--- src/rtl/evc_byp_pkg.sv ---
package evc_byp_pkg;
  typedef enum logic [1:0] {
    ST_IDLE   = 2'b00,
    ST_BYPASS = 2'b01,
    ST_BUFFER = 2'b10
  } st_sel_e;
endpackage

--- src/rtl/evc_flit_fifo.sv ---
// Input queue: data array has no reset and a registered read so it maps to RAM;
// the one-bit class flags sit in flops and are read combinationally.
module evc_flit_fifo #(
  parameter int W     = 32,
  parameter int DEPTH = 8
) (
  input  logic         clk,
  input  logic         rst,
  input  logic         push,
  input  logic [W-1:0] wr_data,
  input  logic         wr_exp,
  input  logic         pop,
  output logic         empty,
  output logic         full,
  output logic         head_exp,
  output logic [W-1:0] rd_data
);
  localparam int AW = (DEPTH > 1) ? $clog2(DEPTH) : 1;
  localparam int CW = $clog2(DEPTH + 1);
  localparam logic [AW-1:0] LAST = AW'(DEPTH - 1);

  logic [W-1:0]     mem [DEPTH];
  logic [DEPTH-1:0] exp_q;
  logic [AW-1:0]    wr_ptr, rd_ptr, wr_nxt, rd_nxt;
  logic [CW-1:0]    count;

  generate
    if ((DEPTH & (DEPTH - 1)) == 0) begin : g_pow2
      assign wr_nxt = wr_ptr + AW'(1);
      assign rd_nxt = rd_ptr + AW'(1);
    end else begin : g_wrap
      assign wr_nxt = (wr_ptr == LAST) ? '0 : wr_ptr + AW'(1);
      assign rd_nxt = (rd_ptr == LAST) ? '0 : rd_ptr + AW'(1);
    end
  endgenerate

  assign empty    = (count == '0);
  assign full     = (count == CW'(DEPTH));
  assign head_exp = exp_q[rd_ptr];

  always_ff @(posedge clk) begin
    if (push) mem[wr_ptr] <= wr_data;
    if (pop)  rd_data     <= mem[rd_ptr];
  end

  always_ff @(posedge clk) begin
    if (rst) begin
      wr_ptr <= '0;
      rd_ptr <= '0;
      count  <= '0;
      exp_q  <= '0;
    end else begin
      if (push) begin
        exp_q[wr_ptr] <= wr_exp;
        wr_ptr        <= wr_nxt;
      end
      if (pop) rd_ptr <= rd_nxt;
      case ({push, pop})
        2'b10:   count <= count + CW'(1);
        2'b01:   count <= count - CW'(1);
        default: count <= count;
      endcase
    end
  end
endmodule

--- src/rtl/evc_credit_ctr.sv ---
// Free-buffer count at the next express endpoint, saturating at MAX.
module evc_credit_ctr #(
  parameter int MAX = 4,
  localparam int CW = $clog2(MAX + 1)
) (
  input  logic          clk,
  input  logic          rst,
  input  logic          take,
  input  logic          give,
  output logic          avail,
  output logic [CW-1:0] cnt
);
  localparam logic [CW-1:0] TOP = CW'(MAX);

  assign avail = (cnt != '0);

  always_ff @(posedge clk) begin
    if (rst) begin
      cnt <= TOP;
    end else begin
      case ({take, give})
        2'b10:   cnt <= cnt - CW'(1);
        2'b01:   cnt <= (cnt == TOP) ? TOP : cnt + CW'(1);
        default: cnt <= cnt;
      endcase
    end
  end
endmodule

--- src/rtl/evc_bypass_ctrl.sv ---
module evc_bypass_ctrl
  import evc_byp_pkg::*;
#(
  parameter int FLIT_W      = 32,
  parameter int BUF_DEPTH   = 8,
  parameter int EVC_CREDITS = 4,
  localparam int CRW = $clog2(EVC_CREDITS + 1)
) (
  input  logic              clk,
  input  logic              rst,
  input  logic              cfg_endpoint,
  input  logic              in_valid,
  input  logic              in_express,
  input  logic [FLIT_W-1:0] in_data,
  output logic              in_ready,
  output logic              alloc_req,
  input  logic              alloc_grant,
  input  logic              credit_ret,
  output logic              st_valid,
  output logic [1:0]        st_sel,
  output logic [FLIT_W-1:0] st_data
);
  logic              byp_class, bypass_now;
  logic              fifo_push, fifo_pop, fifo_empty, fifo_full, head_exp;
  logic [FLIT_W-1:0] fifo_rd_data;
  logic              credit_avail, credit_take, head_blocked;
  logic [CRW-1:0]    credit_cnt;
  logic              st_valid_q;
  st_sel_e           sel_q;
  logic [FLIT_W-1:0] byp_data_q;

  // express flit at an intermediate hop: reserved VC, guaranteed switch
  assign byp_class  = in_express & ~cfg_endpoint;
  assign bypass_now = in_valid & byp_class;

  assign in_ready  = byp_class | ~fifo_full;
  assign fifo_push = in_valid & ~byp_class & ~fifo_full;

  assign head_blocked = head_exp & cfg_endpoint & ~credit_avail;
  assign alloc_req    = ~fifo_empty & ~head_blocked & ~bypass_now;
  assign fifo_pop     = alloc_req & alloc_grant;
  assign credit_take  = fifo_pop & head_exp & cfg_endpoint;

  evc_flit_fifo #(.W(FLIT_W), .DEPTH(BUF_DEPTH)) fifo_i (
    .clk      (clk),
    .rst      (rst),
    .push     (fifo_push),
    .wr_data  (in_data),
    .wr_exp   (in_express),
    .pop      (fifo_pop),
    .empty    (fifo_empty),
    .full     (fifo_full),
    .head_exp (head_exp),
    .rd_data  (fifo_rd_data)
  );

  evc_credit_ctr #(.MAX(EVC_CREDITS)) credit_i (
    .clk   (clk),
    .rst   (rst),
    .take  (credit_take),
    .give  (credit_ret),
    .avail (credit_avail),
    .cnt   (credit_cnt)
  );

  always_ff @(posedge clk) begin
    if (bypass_now) byp_data_q <= in_data;
  end

  always_ff @(posedge clk) begin
    if (rst) begin
      st_valid_q <= 1'b0;
      sel_q      <= ST_IDLE;
    end else begin
      st_valid_q <= bypass_now | fifo_pop;
      if (bypass_now)    sel_q <= ST_BYPASS;
      else if (fifo_pop) sel_q <= ST_BUFFER;
      else               sel_q <= ST_IDLE;
    end
  end

  assign st_valid = st_valid_q;
  assign st_sel   = sel_q;
  assign st_data  = (sel_q == ST_BYPASS) ? byp_data_q : fifo_rd_data;
endmodule

--- config.mk ---
export PLATFORM = sky130hd
export DESIGN_NAME = evc_bypass_ctrl
export DESIGN_NICKNAME = d
export VERILOG_FILES = /design/src/rtl/evc_byp_pkg.sv /design/src/rtl/evc_flit_fifo.sv /design/src/rtl/evc_credit_ctr.sv /design/src/rtl/evc_bypass_ctrl.sv
export SDC_FILE = /design/constraint.sdc
export NUM_CORES = 1
export LEC_CHECK = 0
export ABC_AREA = 1
export BUFFER_PORTS_ARGS = -buffer_cell sky130_fd_sc_hd__buf_2
export CORE_MARGIN = 2
export CORE_UTILIZATION = 40
export DETAILED_ROUTE_END_ITERATION = 10
export PLACE_DENSITY = 0.62
export SKIP_LAST_GASP = 1
export SYNTH_ARGS = -nofsm -noshare
export SYNTH_HDL_FRONTEND = slang
export SYNTH_HIERARCHICAL = 1
export SYNTH_SLANG_ARGS = --single-unit
--- constraint.sdc ---
create_clock -name clk -period 4.4 [get_ports clk]
set_clock_uncertainty 0.05 [all_clocks]
set_input_delay 0.88 -clock clk [delete_from_list [all_inputs] [get_ports clk]]
set_output_delay 0.88 -clock clk [all_outputs]
set_load 0.05 [all_outputs]
Yosys cells after proc, flatten, opt, wreduce, memory -nomap -nowiden
Memories as Yosys holds them, arrays and structs flattened. A register that Yosys moved wholly into a read port is not among the register bits. Index checks and enable logic that the tools add are counted. W data, S select, Z words.

$add $sub $neg: 6. $lt $le $gt $ge: 3. Equal/unequal tests: 7. Mux-type cells: 13. Bitwise operators: 20. Reduce and logical (&&, ||, !) cells: 6.

Operators by type and width (count): $mux W32 (1); $and A1 B1 Y1 (11); $add A3 B1 Y3 const B (3); $bwmux W8 (1); $lt A3 B4 Y1 const B (2); $pmux W4 S2 (1); $not A1 Y1 (7); $eq A2 B1 Y1 const B (3); $pmux W3 S2 (1); $mux W1 (5); $add A4 B1 Y4 const B (1); $eq A2 B2 Y1 const B (2); $eq A4 B4 Y1 const B (1); $logic_not A4 Y1 (1); $reduce_bool A2 Y1 (2); $sub A4 B1 Y4 const B (1); $bmux W1 S3 (1); $demux W1 S3 (1); $eq A3 B3 Y1 const B (1); $ge A3 B1 Y1 const B (1); $mux W3 (1); $reduce_bool A3 Y1 (1); $sub A3 B1 Y3 const B (1); $mux W2 (1); other kinds (3) (4).

Flip-flop bits (word level): 56. RAM bits: 256. Logic and storage cells: 65. Memories: 1.

Memories: fifo_i.mem (words 8, bits a word 32, rd ports 1, clocked after memory_dff 1, wr ports 1, line evc_flit_fifo.sv:22) `logic [W-1:0] mem [DEPTH];`.

Longest topological paths before layout
Depth after elaboration: 12. Depth in mapped cells: 23. Gate-level depth less buffers: 21.

Modules after synthesis
Netlist, hierarchy kept.

By module, submodules not included: evc_flit_fifo (times used 1, cells an instance 896, area an instance 11947.7 um2, sequential area each 9008.6 um2); evc_bypass_ctrl (times used 1, cells an instance 91, area an instance 1650.3 um2, sequential area each 1021.0 um2); evc_credit_ctr (times used 1, cells an instance 37, area an instance 235.2 um2, sequential area each 60.1 um2).

Worst setup path after synthesis
No wires, ideal clock.

Path type: input to output. Start: in in_express. End: out alloc_req. Arrival time: 2.659 ns. Data required time: 3.470 ns. Setup slack: 0.811 ns. Stages on the path: 5. Buffers on the path: 0. Cells stage by stage: inv_1 > nor2_1 > nand2_1 > inv_1 > nor3_1.

Longest elaborated chain between the ends: 4.

RTL lines: from (decl) (line evc_bypass_ctrl.sv:13) `input logic in_express,`; $and A1 B1 Y1 (line evc_bypass_ctrl.sv:33) `assign byp_class = in_express & ~cfg_endpoint;`; $and A1 B1 Y1 (line evc_bypass_ctrl.sv:34) `assign bypass_now = in_valid & byp_class;`; named net bypass_now (line evc_bypass_ctrl.sv:23) `logic byp_class, bypass_now;`; $not A1 Y1 (line evc_bypass_ctrl.sv:40) `assign alloc_req = ~fifo_empty & ~head_blocked & ~bypass_now;`; $and A1 B1 Y1 (line evc_bypass_ctrl.sv:40); to (decl) (line evc_bypass_ctrl.sv:16) `output logic alloc_req,`.

The timed path passes the listed nets, and every way through them passes these cells.

Worst setup path in the final report
Start: reg fifo_i.rd_ptr[2]. End: out alloc_req.

Longest elaborated chain between the ends: 7.

RTL lines: from (decl) (line evc_flit_fifo.sv:24) `logic [AW-1:0] wr_ptr, rd_ptr, wr_nxt, rd_nxt;`; from (signal assigned) (line evc_flit_fifo.sv:57) `if (pop) rd_ptr <= rd_nxt;`; $bmux W1 S3 (line evc_flit_fifo.sv:39) `assign head_exp = exp_q[rd_ptr];`; $mux W1 (not written as such) (line evc_flit_fifo.sv:39); named net head_exp (line evc_bypass_ctrl.sv:24) `logic fifo_push, fifo_pop, fifo_empty, fifo_full, head_exp;`; $and A1 B1 Y1 (2 in a row) (line evc_bypass_ctrl.sv:39) `assign head_blocked = head_exp & cfg_endpoint & ~credit_avail;`; $not A1 Y1 (line evc_bypass_ctrl.sv:40); $and A1 B1 Y1 (2 in a row) (line evc_bypass_ctrl.sv:40).

The timed path passes the listed nets, and every way through them passes these cells. The select of a mux whose other input is x is not followed.

==> impl_metrics.ini <==
[routing]
drc_errors = 0
vias_per_cell = 4.964
drtAntennaViolNets = 0
post_drt_wl_per_cell_um = 16.64
wirelength_um = 26290
drt_pass1_iterations = 5
drt_iter0_markers = 608
via_count = 7843

[grt]
grt_pass1_vias = 7657
grtUsageMet3 = 0.02951
grt_pass1_wl_um = 41810
use_met1 = 0.1911
antenna_found_initial = 0
grt_max_degree = 85
grt.total_usage = 0.1473
grt_use_met2 = 0.2494
gr-total-overflow = 0
grt-busiest-layer = met2

[clock_network]
numCtsBuffers = 35
cts_tree = done
htree_levels = 2
clkTransAtPathRegs_ns = 0.06
cts_sinks = 344
post-cts-setup-buffers = 0
cts_hold_buf = 0
worstSkewPairLatency_ns = 0.51
ctsResizeCount = 0
cts-root-buf = clkbuf_16
clk_path_buf_depth = 3

[synthesis]
syn_nets = 1072
yosysTopAreaCell = edfxtp_1
yosys.area.top_type_share = 0.6946
yosysWarnings = 6
ys_types = 31
syn_area_per_cell_um2 = 13.51
ys_ff_latch = 344
synthesis.area_um2 = 13830
synth_area_leaders = edfxtp_1, nor2_1, nand2_1
synth-seq-area-share = 0.7294
syn-instance-count = 1024

[worst_setup_path]
crit_buf_inv = 2
required_ns = 3.47
endpoint_kind = primary output
cp_top_family = flip-flops
startpoint_type = flip-flop
max_stage_delay_ns = 0.74
critPathMostFrequentCell = nand2_1
worst-setup-path-type = reg2out
cp_data_arrival_time_ns = 2.26
crit_chain = clkinv_1, nand2_1, nand2_1, nand2_1, nor2_1, nor3_1, buf_2
slowest_stage = dfxtp_1
cp_max_fo = 14

[timing]
rsz0062_at_grt = false
hold-worst-slack_ns = 0.4227
finalCritPeriodShare = 0.7242
setup_tns_ns = 0
setup_viol = 0
max_slew_margin = 0.4035
fmax_ghz = 0.3138
tightestPinTransition_ns = 0.8948
slew_viol_final = 0
fin_crit_ns = 3.186
hold_viol_final = 0

[power_and_ir_drop]
p_int_mw = 6.125
switching_share = 0.2957
power_density_nw_per_um2 = 558.0
combPwrFrac = 0.217
pwr-share-clk = 0.323
ir_drop_v = 0.0002592
power_leakage_nw = 5.581
switching_power_mw = 2.572
p_total_mw = 8.697
seqPwrFrac = 0.460

[layout]
final_common_cell = edfxtp_1
final_nets = 1149
layout_common_cells = edfxtp_1, nor2_1, nand2_1, o21ai_0, buf_2
area_delta_synth_final_pct = 12.68
diodes = 0
finalCoreUtilization = 0.4546
final_cell_area_um2 = 15590
drive_gt1_frac = 0.1591

[die]
start_util = 0.4034
rows = 68
pin_count = 76
die-width_um = 190.0
dieArea_um2 = 36090
fp.dieH_um = 190.0
core_area_um2 = 34290

[placement]
io_buffers = 75
place.gp.congestion = 0.7322
post_dp_cell_area_um2 = 14510
hpwl_um = 14700

[run]
maxCapViolCount = 0

[min_path]
min_path_type = reg2reg

[status]
status = finished clean
## per-stage QoR
step	cells	worst slack (ns)
floorplan	1024	0.8111
global placement	1519	1.291
detailed placement	1519	1.241
CTS	1580	1.179
global route	1580	1.064
finish	1580	1.214
## path summary, 6_finish.rpt
| check | from | end | slack (ns) | depth (start not counted) |
|---|---|---|---|---|
| max | fifo_i/rd_ptr[2]$_SDFFE_PP0P_ | alloc_req | 1.21 | 7 |
| min reg2reg | fifo_i/exp_q[1]$_SDFFE_PP0P_ | fifo_i/exp_q[1]$_SDFFE_PP0P_ | 0.42 | 2 |
| min | fifo_i/exp_q[1]$_SDFFE_PP0P_ | fifo_i/exp_q[1]$_SDFFE_PP0P_ | 0.42 | 2 |
| max reg2reg | fifo_i/rd_ptr[2]$_SDFFE_PP0P_ | fifo_i/count[3]$_SDFFE_PP0P_ | 1.37 | 16 |
## sequential cells by signal, summed over array words and instances (netlist names), 2 cells and up
name,cells
fifo_i/exp_q,8
st_sel,2
credit_i/cnt,3
fifo_i/wr_ptr,3
byp_data_q,32
fifo_i/rd_ptr,3
fifo_i/count,4
fifo_i/rd_data,32
fifo_i/mem,256
## synth_stat cells (all sizes together)
| cell type | instances |
|---|---|
| inv | 37 |
| mux2i | 33 |
| xnor2 | 2 |
| ha | 9 |
| o21ai | 137 |
| clkinv | 2 |
| nand3 | 7 |
| clkbuf | 19 |
| a21oi | 18 |
| a211oi | 2 |
| or2 | 1 |
| nor2 | 157 |
| dfxtp | 24 |
| nand2 | 149 |
| o22ai | 33 |
| mux2 | 32 |
| o21bai | 1 |
| edfxtp | 320 |
| nand4 | 1 |
| nor3b | 1 |
| nor3 | 6 |
| buf | 33 |
## tightest hold or removal path, delay by kind of cell (launching register included)
kind            cells  cell delay (ns)
flops               1             0.31
simple gates        1             0.06
compound gates      1             0.05
## routing by layer
| metal | routed length (um) | up-vias | share of wire |
|---|---|---|---|
| met2 | 12690 | 163 | 0.48 |
| met1 | 11670 | 3819 | 0.44 |
| met4 | 546 | 0 | 0.021 |
| met5 | 0 | - | 0 |
| li1 | - | 3824 | - |
| met3 | 1377 | 37 | 0.052 |
## power groups by stage
| stage | combinational (mW) | clock [mW] | sequential [mW] |
|---|---|---|---|
| finish | 1.89 | 2.81 | 4.00 |
| global route | 2.10 | 3.00 | 4.03 |
| CTS | 1.92 | 2.88 | 4.00 |
| detailed placement | 1.91 | 0 | 4.07 |
| global placement | 1.89 | 0 | 4.07 |
| floorplan | 1.59 | 0 | 4.04 |
## kinds of logic after synthesis
logic type / share of synthesized area
buf+inv: 0.04061
flops: 0.7294
compound gates: 0.07263
mux: 0.05807
xor+xnor: 0.001267
simple gates: 0.08991
fa+ha+maj: 0.008141
## final cells by class
| type | instances | area, um^2 |
|---|---|---|
| inverters | 39 | 146.4 |
| fillers | 3010 | 18700 |
| well taps | 455 | 569.3 |
| repair buffers | 92 | 503.0 |
| flip-flops and latches | 344 | 10100 |
| multi-input cells | 589 | 3189 |
| clock buffers | 44 | 952.2 |
| clock inverters | 17 | 130.1 |
Note: power is estimated with default switching activity, not from simulation.
